===== src/rtl/qdec_pkg.sv =====
package qdec_pkg;
  localparam int REG_AW = 3;
  localparam int EV_N   = 4;

  localparam int EV_PERR  = 0;
  localparam int EV_DIRC  = 1;
  localparam int EV_INDEX = 2;
  localparam int EV_VEL   = 3;

  typedef enum logic [REG_AW-1:0] {
    RA_CTRL  = 3'd0,
    RA_LIMIT = 3'd1,
    RA_POS   = 3'd2,
    RA_STAT  = 3'd3,
    RA_MASK  = 3'd4,
    RA_RAW   = 3'd5,
    RA_MSTAT = 3'd6,
    RA_CLR   = 3'd7
  } reg_addr_e;

  typedef struct packed {
    logic step;  // exactly one phase moved
    logic fwd;   // sign of that move
    logic err;   // both phases moved
  } step_t;
endpackage


===== src/rtl/qdec_sync.sv =====
module qdec_sync #(
  parameter int N      = 3,
  parameter int STAGES = 2
) (
  input  logic         clk,
  input  logic         rst_n,
  input  logic [N-1:0] d,
  output logic [N-1:0] q
);
  logic [N-1:0] stg [STAGES];

  always_ff @(posedge clk) begin
    if (!rst_n) stg[0] <= '0;
    else        stg[0] <= d;
  end

  for (genvar i = 1; i < STAGES; i++) begin : g_stage
    always_ff @(posedge clk) begin
      if (!rst_n) stg[i] <= '0;
      else        stg[i] <= stg[i-1];
    end
  end

  assign q = stg[STAGES-1];
endmodule


===== src/rtl/qdec_step.sv =====
module qdec_step
  import qdec_pkg::*;
(
  input  logic  clk,
  input  logic  rst_n,
  input  logic  a,
  input  logic  b,
  input  logic  idx,
  output step_t st,
  output logic  idx_rise
);
  logic pa, pb, pidx;
  logic ch_a, ch_b;

  // previous samples follow the pins even when the counter is halted,
  // so enabling never sees a stale transition
  always_ff @(posedge clk) begin
    if (!rst_n) begin
      pa   <= 1'b0;
      pb   <= 1'b0;
      pidx <= 1'b0;
    end else begin
      pa   <= a;
      pb   <= b;
      pidx <= idx;
    end
  end

  assign ch_a     = a ^ pa;
  assign ch_b     = b ^ pb;
  assign st.step  = ch_a ^ ch_b;
  assign st.err   = ch_a & ch_b;
  assign st.fwd   = pb ^ a;
  assign idx_rise = idx & ~pidx;
endmodule


===== src/rtl/qdec_pos.sv =====
module qdec_pos
  import qdec_pkg::*;
#(
  parameter int POS_W = 16
) (
  input  logic             clk,
  input  logic             rst_n,
  input  logic             run,
  input  logic             zero_on_idx,
  input  logic [POS_W-1:0] limit,
  input  step_t            st,
  input  logic             idx_rise,
  output logic [POS_W-1:0] pos,
  output logic             dir,
  output logic             ev_perr,
  output logic             ev_dirc,
  output logic             ev_index
);
  logic [POS_W-1:0] pos_inc, pos_dec, pos_nxt;
  logic             valid_step;

  assign valid_step = run & st.step;
  assign pos_inc    = (pos >= limit) ? '0 : pos + 1'b1;
  assign pos_dec    = (pos == '0) ? limit : pos - 1'b1;

  always_comb begin
    pos_nxt = pos;
    if (run & idx_rise & zero_on_idx) pos_nxt = '0;
    else if (valid_step)              pos_nxt = st.fwd ? pos_inc : pos_dec;
  end

  always_ff @(posedge clk) begin
    if (!rst_n) begin
      pos <= '0;
      dir <= 1'b0;
    end else begin
      pos <= pos_nxt;
      if (valid_step) dir <= st.fwd;
    end
  end

  assign ev_perr  = run & st.err;
  assign ev_dirc  = valid_step & (st.fwd != dir);
  assign ev_index = run & idx_rise;
endmodule


===== src/rtl/qdec_irq.sv =====
module qdec_irq #(
  parameter int N = 4
) (
  input  logic         clk,
  input  logic         rst_n,
  input  logic [N-1:0] ev,
  input  logic         clr_we,
  input  logic         mask_we,
  input  logic [N-1:0] wdata,
  output logic [N-1:0] raw,
  output logic [N-1:0] mask,
  output logic         irq
);
  for (genvar i = 0; i < N; i++) begin : g_src
    // a new event wins over a clear in the same cycle
    always_ff @(posedge clk) begin
      if (!rst_n)                 raw[i] <= 1'b0;
      else if (ev[i])             raw[i] <= 1'b1;
      else if (clr_we && wdata[i]) raw[i] <= 1'b0;
    end
  end

  always_ff @(posedge clk) begin
    if (!rst_n)       mask <= '0;
    else if (mask_we) mask <= wdata;
  end

  assign irq = |(raw & mask);
endmodule


===== src/rtl/qdec_top.sv =====
module qdec_top
  import qdec_pkg::*;
#(
  parameter int POS_W  = 16,
  parameter int DATA_W = 32
) (
  input  logic              clk,
  input  logic              rst_n,
  input  logic              enc_a,
  input  logic              enc_b,
  input  logic              enc_idx,
  input  logic              vel_tick,
  input  logic [2:0]        reg_addr,
  input  logic              reg_we,
  input  logic [DATA_W-1:0] reg_wdata,
  output logic [DATA_W-1:0] reg_rdata,
  output logic              dir_fwd,
  output logic              irq
);
  localparam int CTRL_W = 2;

  logic [2:0]        pins_s;
  step_t             st;
  logic              idx_rise;
  logic [CTRL_W-1:0] ctrl_q;
  logic [POS_W-1:0]  limit_q, pos_q;
  logic              dir_q;
  logic              ev_perr, ev_dirc, ev_index;
  logic [EV_N-1:0]   ev_vec, raw_q, mask_q;
  logic              wr_ctrl, wr_limit, wr_mask, wr_clr;

  qdec_sync #(.N(3), .STAGES(2)) u_sync (
    .clk   (clk),
    .rst_n (rst_n),
    .d     ({enc_idx, enc_b, enc_a}),
    .q     (pins_s)
  );

  qdec_step u_step (
    .clk      (clk),
    .rst_n    (rst_n),
    .a        (pins_s[0]),
    .b        (pins_s[1]),
    .idx      (pins_s[2]),
    .st       (st),
    .idx_rise (idx_rise)
  );

  qdec_pos #(.POS_W(POS_W)) u_pos (
    .clk         (clk),
    .rst_n       (rst_n),
    .run         (ctrl_q[0]),
    .zero_on_idx (ctrl_q[1]),
    .limit       (limit_q),
    .st          (st),
    .idx_rise    (idx_rise),
    .pos         (pos_q),
    .dir         (dir_q),
    .ev_perr     (ev_perr),
    .ev_dirc     (ev_dirc),
    .ev_index    (ev_index)
  );

  always_comb begin
    ev_vec           = '0;
    ev_vec[EV_PERR]  = ev_perr;
    ev_vec[EV_DIRC]  = ev_dirc;
    ev_vec[EV_INDEX] = ev_index;
    ev_vec[EV_VEL]   = vel_tick;
  end

  assign wr_ctrl  = reg_we && (reg_addr == RA_CTRL);
  assign wr_limit = reg_we && (reg_addr == RA_LIMIT);
  assign wr_mask  = reg_we && (reg_addr == RA_MASK);
  assign wr_clr   = reg_we && (reg_addr == RA_CLR);

  qdec_irq #(.N(EV_N)) u_irq (
    .clk     (clk),
    .rst_n   (rst_n),
    .ev      (ev_vec),
    .clr_we  (wr_clr),
    .mask_we (wr_mask),
    .wdata   (reg_wdata[EV_N-1:0]),
    .raw     (raw_q),
    .mask    (mask_q),
    .irq     (irq)
  );

  always_ff @(posedge clk) begin
    if (!rst_n) begin
      ctrl_q  <= '0;
      limit_q <= '0;
    end else begin
      if (wr_ctrl)  ctrl_q  <= reg_wdata[CTRL_W-1:0];
      if (wr_limit) limit_q <= reg_wdata[POS_W-1:0];
    end
  end

  always_comb begin
    reg_rdata = '0;
    unique case (reg_addr)
      RA_CTRL:  reg_rdata[CTRL_W-1:0] = ctrl_q;
      RA_LIMIT: reg_rdata[POS_W-1:0]  = limit_q;
      RA_POS:   reg_rdata[POS_W-1:0]  = pos_q;
      RA_STAT:  reg_rdata[0]          = dir_q;
      RA_MASK:  reg_rdata[EV_N-1:0]   = mask_q;
      RA_RAW:   reg_rdata[EV_N-1:0]   = raw_q;
      RA_MSTAT: reg_rdata[EV_N-1:0]   = raw_q & mask_q;
      default:  reg_rdata             = '0;
    endcase
  end

  assign dir_fwd = dir_q;
endmodule


===== config.mk =====
export PLATFORM = sky130hd
export DESIGN_NAME = qdec_top
export DESIGN_NICKNAME = d
export VERILOG_FILES = /design/src/rtl/qdec_pkg.sv /design/src/rtl/qdec_sync.sv /design/src/rtl/qdec_step.sv /design/src/rtl/qdec_pos.sv /design/src/rtl/qdec_irq.sv /design/src/rtl/qdec_top.sv
export SDC_FILE = /design/constraint.sdc
export NUM_CORES = 1
export LEC_CHECK = 0
export BUFFER_PORTS_ARGS = -buffer_cell sky130_fd_sc_hd__buf_4
export CAP_MARGIN = 5
export CORE_AREA = 2 2 86 96
export DETAILED_ROUTE_END_ITERATION = 6
export DIE_AREA = 0 0 88 98
export GPL_TIMING_DRIVEN = 1
export PLACE_DENSITY_LB_ADDON = 0.08
export SKIP_LAST_GASP = 1
export SLEW_MARGIN = 20
export SYNTH_ARGS = -nofsm -noshare
export SYNTH_HDL_FRONTEND = slang
export SYNTH_SLANG_ARGS = --single-unit

===== constraint.sdc =====
create_clock -name clk -period 2.3 [get_ports clk]
set_input_delay 0.345 -clock clk [delete_from_list [all_inputs] [get_ports clk]]
set_output_delay 0.345 -clock clk [all_outputs]
set_load 0.005 [all_outputs]

==> impl_metrics.yaml, run 1 <==
die:
  die_w_um: 88
  placementRows: 34
  ios: 76
  die-area_um2: 8620
  dieHeight_um: 98
  core_um2: 7700
  initial_core_util: 0.494
worst_setup_path:
  end_kind: "flop"
  cp.required_ns: 2.54
  cp_top_family: "compound AO/OA/AOI/OAI gates"
  crit_type: "reg2reg"
  cpPeakStageDelay_ns: 0.39
  crit_path_start_kind: "flop"
  reg2reg_setup_slack_ns: 0.05
  r2r_cells: 8
  timing.rr.end: "u_pos.pos[3]"
  path_max_fanout: 6
  path_buf_inv: 1
  crit_slowest_cell: "or3_1"
  crit_chain: "inv_1 -> ha_1 -> nand2b_1 -> a2111oi_4 -> o31ai_2 -> a21o_2 -> or3_1 -> a221oi_2"
  worstPathArrival_ns: 2.50
  r2r-start: "u_pos.pos[0]"
timing:
  hold_slack_ns: 0.228
  hold_viol: 0
  finalCriticalPeriod_ns: 2.25
  slew_headroom: 0.613
  skew_ns: 0.00929
  tightest_slew_ns: 0.580
  drv_slew: 0
  min_period_over_period: 0.980
  fmax_mhz: 444
  report.final.setup_viol: 0
clocking:
  insertion_delay_ns: 0.32
  cts-buffers-inserted: 5
  cts_root_buf: "clkbuf_8"
  htreeDepth: 2
  clock-sinks: 52
  clockBufferDepth: 2
  clkTransAtPathRegs_ns: 0.11
  cts_hold_buffers: 0
  cts_tree: "built"
final_layout:
  num_antenna_cells: 0
  syn_to_final_growth_pct: 20.7
  nets: 634
  fin_area_um2: 4600
  layout-drive-gt1-share: 0.230
drt:
  drtAntennaViolNets: 0
  viasPerCell: 5.76
  drtIter0Drc: 383
  firstDrtPassIters: 5
  wl_per_cell_um: 16.9
  drt_wl_total_mm: 11.5
  num_vias: 3920
  drc: 0
placement:
  placedInstanceArea_um2: 4450
  gp_congestion: 0.911
  port_buffers: 43
  post-dp-hpwl_mm: 8.48
worst_hold_path:
  worstHoldStart: "enc_idx"
  min_path_type: "in2reg"
  min_to: "u_sync.stg[0][2]"
  min_path_cells: 2
status:
  status: "finished, final reports clean"
synth:
  syn_area_um2: 3810
  ys_types: 66
  synth-edff-count: 0
  yosysSeqAreaShare: 0.274
  syn_inst: 500
  synth-main-ff-cell: "dfxtp_1"
  syn_area_per_cell_um2: 7.61
  ys_ff_latch: 52
  async_flop_share: 0
  synth_warnings: 0
pwr:
  cellPowerDensity_nw_per_um2: 390
  power_uw: 1790
  p_leak_uw: 0.00192
  irDropWorstVdd_mv: 0.267
global_route:
  grt_util_all_layers: 0.272
  grt_pass1_vias: 3773
  grt_pass1_wl_mm: 18.4
  antenna_found_initial: 0
  grt_overflow: 0
  grt_max_degree: 39
run:
  drv_cap: 0
[cells by family after synthesis]
kind of cell | count (synthesis) | synth area share
simple gates | 205 | 0.271
compound gates | 126 | 0.228
buf+inv | 75 | 0.103
flops | 52 | 0.274
fa+ha+maj | 20 | 0.0657
xor+xnor | 11 | 0.0273
mux | 10 | 0.0302
other cells | 1 | 0.000985
[worst max path at each step]
stage	start	to	slack (ns)	cells past startpoint
after global routing	u_pos.pos[0]	u_pos.pos[3]	-0.02	8
after floorplan	u_pos.pos[0]	u_pos.pos[3]	0.03	9
after CTS	u_pos.pos[0]	u_pos.pos[3]	0.02	8
after global placement	u_pos.pos[0]	u_pos.pos[3]	-0.01	8
final	u_pos.pos[0]	u_pos.pos[3]	0.05	8
after detailed placement	u_pos.pos[0]	u_pos.pos[0]	-0.02	8
[repair_timing]
item / 4_1_cts / 5_1_grt
resized for setup: 2 / 5
hold endpoints to repair: 0 / 0
pin swaps: 0 / 4
endpoints found under the setup margin: 2 / 4
cloned: 0 / 0
buffers inserted: 0 / 2
[sequential cells by signal (all words and copies together), names as in the netlist, 2 cells and up]
| register | flops |
|---|---|
| u_sync.stg | 6 |
| u_irq.raw | 4 |
| ctrl_q | 2 |
| limit_q | 16 |
| u_irq.mask | 4 |
| u_pos.pos | 16 |
[worst register-to-register path, stage by stage, from the launching register on]
cell	delay [ns]
dfxtp_2	0.34
inv_1	0.05
ha_1	0.26
nand2b_1	0.18
a2111oi_4	0.35
o31ai_2	0.12
a21o_2	0.28
or3_1	0.39
a221oi_2	0.22
[where the power goes]
part / internal, µW / switching (µW) / total (µW)
sequential: 917 / 10.3 / 927
clock: 231 / 371 / 602
combinational: 114 / 148 / 262
[area by class of cell]
type | instances | area (µm²)
Clock buffer | 5 | 68.8
Sequential cell | 52 | 1040
Clock inverter | 3 | 28.8
Tap cell | 108 | 135
Timing Repair Buffer | 103 | 773
Multi-Input combinational cell | 388 | 2460
Inverter | 22 | 82.6
Fill cell | 741 | 3100
[layout by cell type (no fill, tap or decap), types with 2 or more instances in the layout]
cell type / Yosys / routed
nor2b_1: 11 / 11
nor3_2: 1 / 2
inv_6: 0 / 2
nand3_2: 2 / 2
nor2_1: 37 / 37
buf_4: 17 / 103
o211ai_1: 7 / 7
o21ai_0: 30 / 30
clkbuf_8: 0 / 5
inv_1: 22 / 22
nand3_1: 24 / 24
nand3b_1: 2 / 2
nand2_1: 68 / 68
conb_1: 1 / 16
a211o_1: 4 / 4
nor4_1: 5 / 5
or3_1: 3 / 3
mux2i_1: 7 / 7
dfxtp_2: 0 / 2
nand4_1: 9 / 9
xor2_1: 4 / 4
nor3_1: 11 / 10
a31oi_1: 4 / 4
mux2_2: 2 / 2
o32a_1: 5 / 5
o21a_1: 4 / 4
a21oi_1: 16 / 16
and4_1: 3 / 3
a22oi_1: 18 / 18
a21boi_0: 20 / 20
xnor2_1: 6 / 6
and3_1: 9 / 9
dfxtp_1: 52 / 50
and2_1: 10 / 10
ha_1: 20 / 20
[stage by stage]
step	util	cells	worst slack [ns]	setup TNS (ns)
final	0.597	681	0.0468	0
after global routing	0.597	681	-0.0249	-0.0408
after CTS	0.591	679	0.0218	0
after detailed placement	0.578	671	-0.0188	-0.0326
after global placement	0.578	671	-0.0148	-0.0148
after floorplan	-	515	0.0315	0
[synthesized netlist by cell type (16+ instances only)]
library cell / number / area [µm²]
nand2_1: 68 / 255
dfxtp_1: 52 / 1040
nor2_1: 37 / 139
o21ai_0: 30 / 150
clkbuf_1: 27 / 101
nand3_1: 24 / 120
inv_1: 22 / 82.6
a21boi_0: 20 / 150
ha_1: 20 / 250
a22oi_1: 18 / 135
buf_4: 17 / 128
a21oi_1: 16 / 80.1
[metal layers]
metal / vias up / global-route usage / routed length, µm
li1: 1891 / - / -
met3: 24 / 0.0448 / 644
met5: - / 0 / 0
met1: 1860 / 0.359 / 5070
met4: 0 / 0.0746 / 269
met2: 145 / 0.454 / 5550
No activity file was read; power rests on OpenSTA's default activity.
==> inputs of run 2 (changes only) <==
ABC_CLOCK_PERIOD_IN_PS = 2300   (was unset)
SYNTH_HIERARCHICAL = 1   (was unset)
==> impl_metrics.yaml, run 2 <==
clocking:
  cts-buffers-inserted: 5
  clock-sinks: 52
  clkTransAtPathRegs_ns: 0.10
  cts_root_buf: "clkbuf_8"
  clockBufferDepth: 2
  insertion_delay_ns: 0.31
  htreeDepth: 2
  cts_tree: "built"
synth:
  yosysSeqAreaShare: 0.271
  synth_commonest_cells: "nand2_1, dfxtp_1, nor2_1"
  synth-edff-count: 0
  async_flop_share: 0
  syn_area_um2: 3840
  syn_area_per_cell_um2: 7.77
  syn_inst: 494
  synth.most_common_cell: "nand2_1"
  synth_warnings: 6
  ys_ff_latch: 52
  ys_types: 64
  synth_top_area_frac: 0.271
  synth-main-ff-cell: "dfxtp_1"
  synth_area_leader_cell: "dfxtp_1"
  synthTopCellsByArea: "dfxtp_1, ha_1, nand2_1, buf_4, a22oi_1"
drt:
  num_vias: 3824
  drc: 0
  maxUsedRoutingLayer: "met4"
  wl_per_cell_um: 16.2
  firstDrtPassIters: 6
  drt_wl_total_mm: 11.0
  drtIter0Drc: 225
  viasPerCell: 5.61
  m1WireLength_mm: 4.41
  drtAntennaViolNets: 0
  wl_met2_mm: 5.88
  wl_met3_um: 499
pwr:
  cellPowerDensity_nw_per_um2: 369
  p_leak_uw: 0.00193
  p_seq_frac: 0.530
  p_int_uw: 1280
  comb_power_share: 0.146
  clkPwrFrac: 0.324
  p_sw_uw: 465
  swShare: 0.266
  irDropWorstVdd_mv: 0.310
die:
  core_um2: 7700
  ios: 76
  initial_core_util: 0.499
  die-area_um2: 8620
  placementRows: 34
  dieHeight_um: 98
  die_w_um: 88
timing:
  report.final.setup_viol: 0
  hold_slack_ns: 0.227
  tightest_slew_ns: 0.648
  fmax_mhz: 448
  min_period_over_period: 0.971
  drv_slew: 0
  finalCriticalPeriod_ns: 2.23
  skew_ns: 0.0108
  rsz0062_at_grt: "true"
  slew_headroom: 0.567
  hold_viol: 0
placement:
  post-dp-hpwl_mm: 8.29
  port_buffers: 43
  placedInstanceArea_um2: 4520
  gp_congestion: 0.889
final_layout:
  fin_area_um2: 4730
  layout-drive-gt1-share: 0.268
  seq_area_um2: 1050
  reg_top3: "limit_q x16, u_pos/pos x16, u_sync/stg x6"
  n_fill_cell: 709
  layout_common_cells: "buf_4, nand2_1, dfxtp_1, nor2_1, inv_1"
  syn_to_final_growth_pct: 23.2
  final_common_cell: "buf_4"
  nets: 635
  multi_input_area_um2: 2520
  num_antenna_cells: 0
worst_setup_path:
  crit_path_start_kind: "flop"
  crit_slowest_cell: "dfxtp_1"
  crit_chain: "inv_1 -> ha_1 -> nand4_1 -> buf_4 -> nor3_4 -> a2111oi_4 -> buf_6 -> buf_4 -> a32o_1 -> o21ba_1"
  cpPeakStageDelay_ns: 0.34
  end_kind: "flop"
  r2r_cells: 10
  cp.required_ns: 2.52
  cp_common_cell: "buf_4"
  r2r-start: "limit_q[13]"
  worstPathArrival_ns: 2.45
  path_max_fanout: 6
  reg2reg_setup_slack_ns: 0.07
  crit_type: "reg2reg"
  timing.rr.end: "u_pos/pos[15]"
global_route:
  grt_overflow: 0
  grt_max_degree: 39
  antenna_found_initial: 0
  grt_pass1_wl_mm: 17.7
  grt_pass1_vias: 3645
  grt_util_all_layers: 0.259
run:
  drv_cap: 0
worst_hold_path:
  min_path_cells: 2
  worstHoldStart: "reg_wdata[3]"
  min_path_type: "in2reg"
  min_to: "u_irq/raw[3]"
status:
  status: "finished, final reports clean"
run 2: cell count changes in the layout (fill, tap and decap cells not counted), sizes merged, moves of 6 or more:
cell	before	now
a31oi	4	18
nor3	12	24
nand3	26	15
and2	10	16
and3	9	3
nor2	38	32
run 2: worst max-delay path by stage:
stage                     slack, ns          from       endpoint  cells after the start
after CTS                      0.02    limit_q[2]  u_pos/pos[15]                     10
final                          0.07   limit_q[13]  u_pos/pos[15]                     10
after floorplan               0.006  u_pos/pos[0]  u_pos/pos[13]                      9
after detailed placement      -0.02    limit_q[2]  u_pos/pos[11]                      9
after global placement        0.006    limit_q[2]  u_pos/pos[11]                      9
after global routing          -0.07  u_pos/pos[2]  u_pos/pos[15]                      8
run 2: final cells by class:
cell class | instances | area share
tap | 108 | 0.0286
clock inverter | 2 | 0.00291
timing repair buffer | 108 | 0.175
inverter | 27 | 0.0214
multi-input combinational | 379 | 0.533
sequential | 52 | 0.221
clock buffer | 6 | 0.0175
run 2: timing repair:
| action | 4_1_cts | 5_1_grt |
|---|---|---|
| cloned | 1 | 0 |
| endpoints found under the hold margin | 0 | 0 |
| setup buffers | 1 | 4 |
| gates resized for setup | 1 | 19 |
| hold buffers | 0 | 0 |
| pin swaps | 2 | 12 |
| endpoints found under the setup margin | 5 | 16 |
run 2: metal layers:
layer	vias up	GRT usage
li1	1878	-
met1	1798	0.311
met2	128	0.476
met3	20	0.0287
met4	0	0.0746
met5	-	0
run 2: power groups by stage:
stage	logic [µW]	registers (µW)	clock network, µW
3_3_place_gp	234	947	0
6_report	255	927	566
2_1_floorplan	155	946	0
5_1_grt	278	929	625
4_1_cts	243	927	592
3_5_place_dp	237	947	0
run 2: critical path: cells and delay by family (launching register included):
family / cells / cell delay, ns
adder cells (fa/ha/maj): 1 / 0.30
AND/OR/NAND/NOR: 2 / 0.38
buffers and inverters: 4 / 0.58
AO/OA/AOI/OAI: 3 / 0.54
flip-flops: 1 / 0.34
run 2: cell families (layout without fill, tap and decap cells):
family | Yosys count | in the layout | synth area share
multiplexers | 11 | 11 | 0.0293
buffers and inverters | 78 | 143 | 0.110
flip-flops | 52 | 52 | 0.271
XOR/XNOR | 13 | 13 | 0.0297
other | 1 | 16 | 0.000977
adder cells (fa/ha/maj) | 20 | 20 | 0.0652
AND/OR/NAND/NOR | 193 | 193 | 0.254
AO/OA/AOI/OAI | 126 | 126 | 0.240
run 2: through the flow:
stage                util  TNS, ns  power [µW]  cells  setup slack [ns]
floorplan               -        0        1100    509           0.00570
finish              0.614        0        1750    682            0.0660
CTS                 0.601        0        1760    679            0.0213
global placement    0.586        0        1180    669           0.00612
detailed placement  0.586  -0.0152        1180    669           -0.0152
global route        0.614   -0.189        1830    682           -0.0703
==> inputs of run 3 (changes only) <==
CORE_AREA = 3 3 87 97   (was 2 2 86 96)
DIE_AREA = 0 0 90 100   (was 0 0 88 98)
PLACE_DENSITY_LB_ADDON = 0.15   (was 0.08)
SYNTH_HIERARCHICAL = unset   (was 1)
==> impl_metrics.yaml, run 3 (synthesis results as in run 1) <==
status:
  status: "finished, final reports clean"
global_route:
  grt_overflow: 0
  grt_pass1_wl_mm: 18.5
  grt_use_met1: 0.329
  top_usage_layer: "met2"
  grt_pass1_vias: 3700
  grt_max_degree: 39
  use_met2: 0.422
  antenna_found_initial: 0
  grt_util_all_layers: 0.254
  gr-usage-met3: 0.0412
placement:
  dp_cells: 663
  gp_congestion: 0.965
  placedInstanceArea_um2: 4420
  post-dp-hpwl_mm: 8.57
  place_worst_setup_slack_ns: -0.00830
  port_buffers: 43
die:
  die-area_um2: 9000
  initial_core_util: 0.506
  placementRows: 33
  core_um2: 7510
  dieHeight_um: 100
  ios: 76
  die_w_um: 90
drt:
  num_vias: 3943
  drt_wl_total_mm: 11.5
  firstDrtPassIters: 5
  viasPerCell: 5.85
  drtIter0Drc: 333
  drc: 0
  wl_per_cell_um: 17.1
  drtAntennaViolNets: 0
timing:
  hold_viol: 0
  slew_headroom: 0.602
  drv_slew: 0
  hold_slack_ns: 0.214
  finalCriticalPeriod_ns: 2.26
  setup_ws_ns: 0.0377
  skew_ns: 0.00945
  report.final.setup_viol: 0
  fmax_mhz: 442
  min_period_over_period: 0.984
  tightest_slew_ns: 0.597
  rsz0062_at_grt: "true"
final_layout:
  syn_to_final_growth_pct: 20.3
  nets: 630
  layout-drive-gt1-share: 0.225
  num_antenna_cells: 0
  finalNonFillerCells: 674
  multi_input_area_um2: 2460
  reg_top3: "limit_q x16, u_pos.pos x16, u_sync.stg x6"
  fin_area_um2: 4580
  layout_common_cells: "buf_4, nand2_1, dfxtp_1, nor2_1, o21ai_0"
  final_common_cell: "buf_4"
  n_fill_cell: 725
  seq_area_um2: 1040
pwr:
  cellPowerDensity_nw_per_um2: 391
  swShare: 0.295
  irDropWorstVdd_mv: 0.303
  clkPwrFrac: 0.335
  power_uw: 1790
  p_sw_uw: 529
  p_leak_uw: 0.00191
  p_seq_frac: 0.518
  comb_power_share: 0.147
  p_int_uw: 1260
worst_setup_path:
  end_kind: "flop"
  crit_path_start_kind: "flop"
  cp.required_ns: 2.55
  worstPathArrival_ns: 2.51
  crit_type: "reg2reg"
  path_max_fanout: 6
clocking:
  cts_tree: "built"
  clkTransAtPathRegs_ns: 0.12
  clock-sinks: 52
  cts-buffers-inserted: 5
  clockBufferDepth: 2
  cts_root_buf: "clkbuf_8"
  insertion_delay_ns: 0.33
  cts_hold_buffers: 0
  htreeDepth: 2
run:
  drv_cap: 0
worst_hold_path:
  min_path_type: "in2reg"
==> run 3: cell count changes in the layout (fill, tap and decap cells not counted), moves of 5 or more <==
| cell | change |
|---|---|
| a211oi_1 | -5 |
| a21boi_0 | +11 |
| a21boi_2 | -10 |
| a31oi_1 | -13 |
| and2_1 | -5 |
| and3_1 | +6 |
| buf_4 | -6 |
| nand2_1 | +5 |
| nand3_1 | +9 |
| nor2_1 | +5 |
| nor3_1 | -11 |
| o21ai_0 | +15 |
| o21ai_1 | -8 |
| o32a_1 | +5 |
==> run 3: power by group through the flow <==
stage / Clock [µW] / Sequential (µW) / Combinational [µW]
2_1_floorplan: 0 / 947 / 158
3_3_place_gp: 0 / 948 / 245
3_5_place_dp: 0 / 949 / 248
4_1_cts: 610 / 928 / 254
5_1_grt: 642 / 931 / 286
6_report: 601 / 929 / 263
==> run 3: final cells by class <==
class,instances,area share
Clock buffer,5,0.0150
Clock inverter,3,0.00738
Inverter,22,0.0180
Multi-Input combinational cell,388,0.538
Sequential cell,52,0.228
Tap cell,105,0.0287
Timing Repair Buffer,99,0.165
==> run 3: worst max-delay path, stage by stage, from the launching register on <==
cell       delay, ns
dfxtp_2         0.34
inv_1           0.05
ha_1            0.27
nand2b_4        0.15
a2111oi_4       0.36
o31ai_2         0.11
a21o_2          0.25
buf_4           0.17
o32a_1          0.32
o211ai_1        0.16
==> run 3: path summary, 6_finish.rpt <==
| check | start | to | slack [ns] | cells after the start |
|---|---|---|---|---|
| hold reg to reg | u_sync.stg[0][0] | u_sync.stg[1][0] | 0.45 | 1 |
| setup reg to reg | u_pos.pos[0] | u_pos.pos[8] | 0.04 | 9 |
| hold / removal | enc_idx | u_sync.stg[0][2] | 0.21 | 2 |
| setup / recovery | u_pos.pos[0] | u_pos.pos[8] | 0.04 | 9 |
==> run 3: per-stage QoR <==
step,util,setup TNS (ns)
3_3_place_gp,0.588,0
6_report,0.610,0
5_1_grt,0.610,-0.0473
3_5_place_dp,0.588,-0.00830
2_1_floorplan,-,0
4_1_cts,0.604,0
==> run 3: what timing repair did <==
item,CTS,global route
gates resized for setup,1,6
pin swaps,2,3
setup endpoints to repair,2,11
setup buffers,2,1
==> run 3: routing by layer <==
layer,vias to the layer above,share of wire
met1,1858,0.43
met5,-,0
li1,1885,-
met4,0,0.031
met3,28,0.070
met2,172,0.47
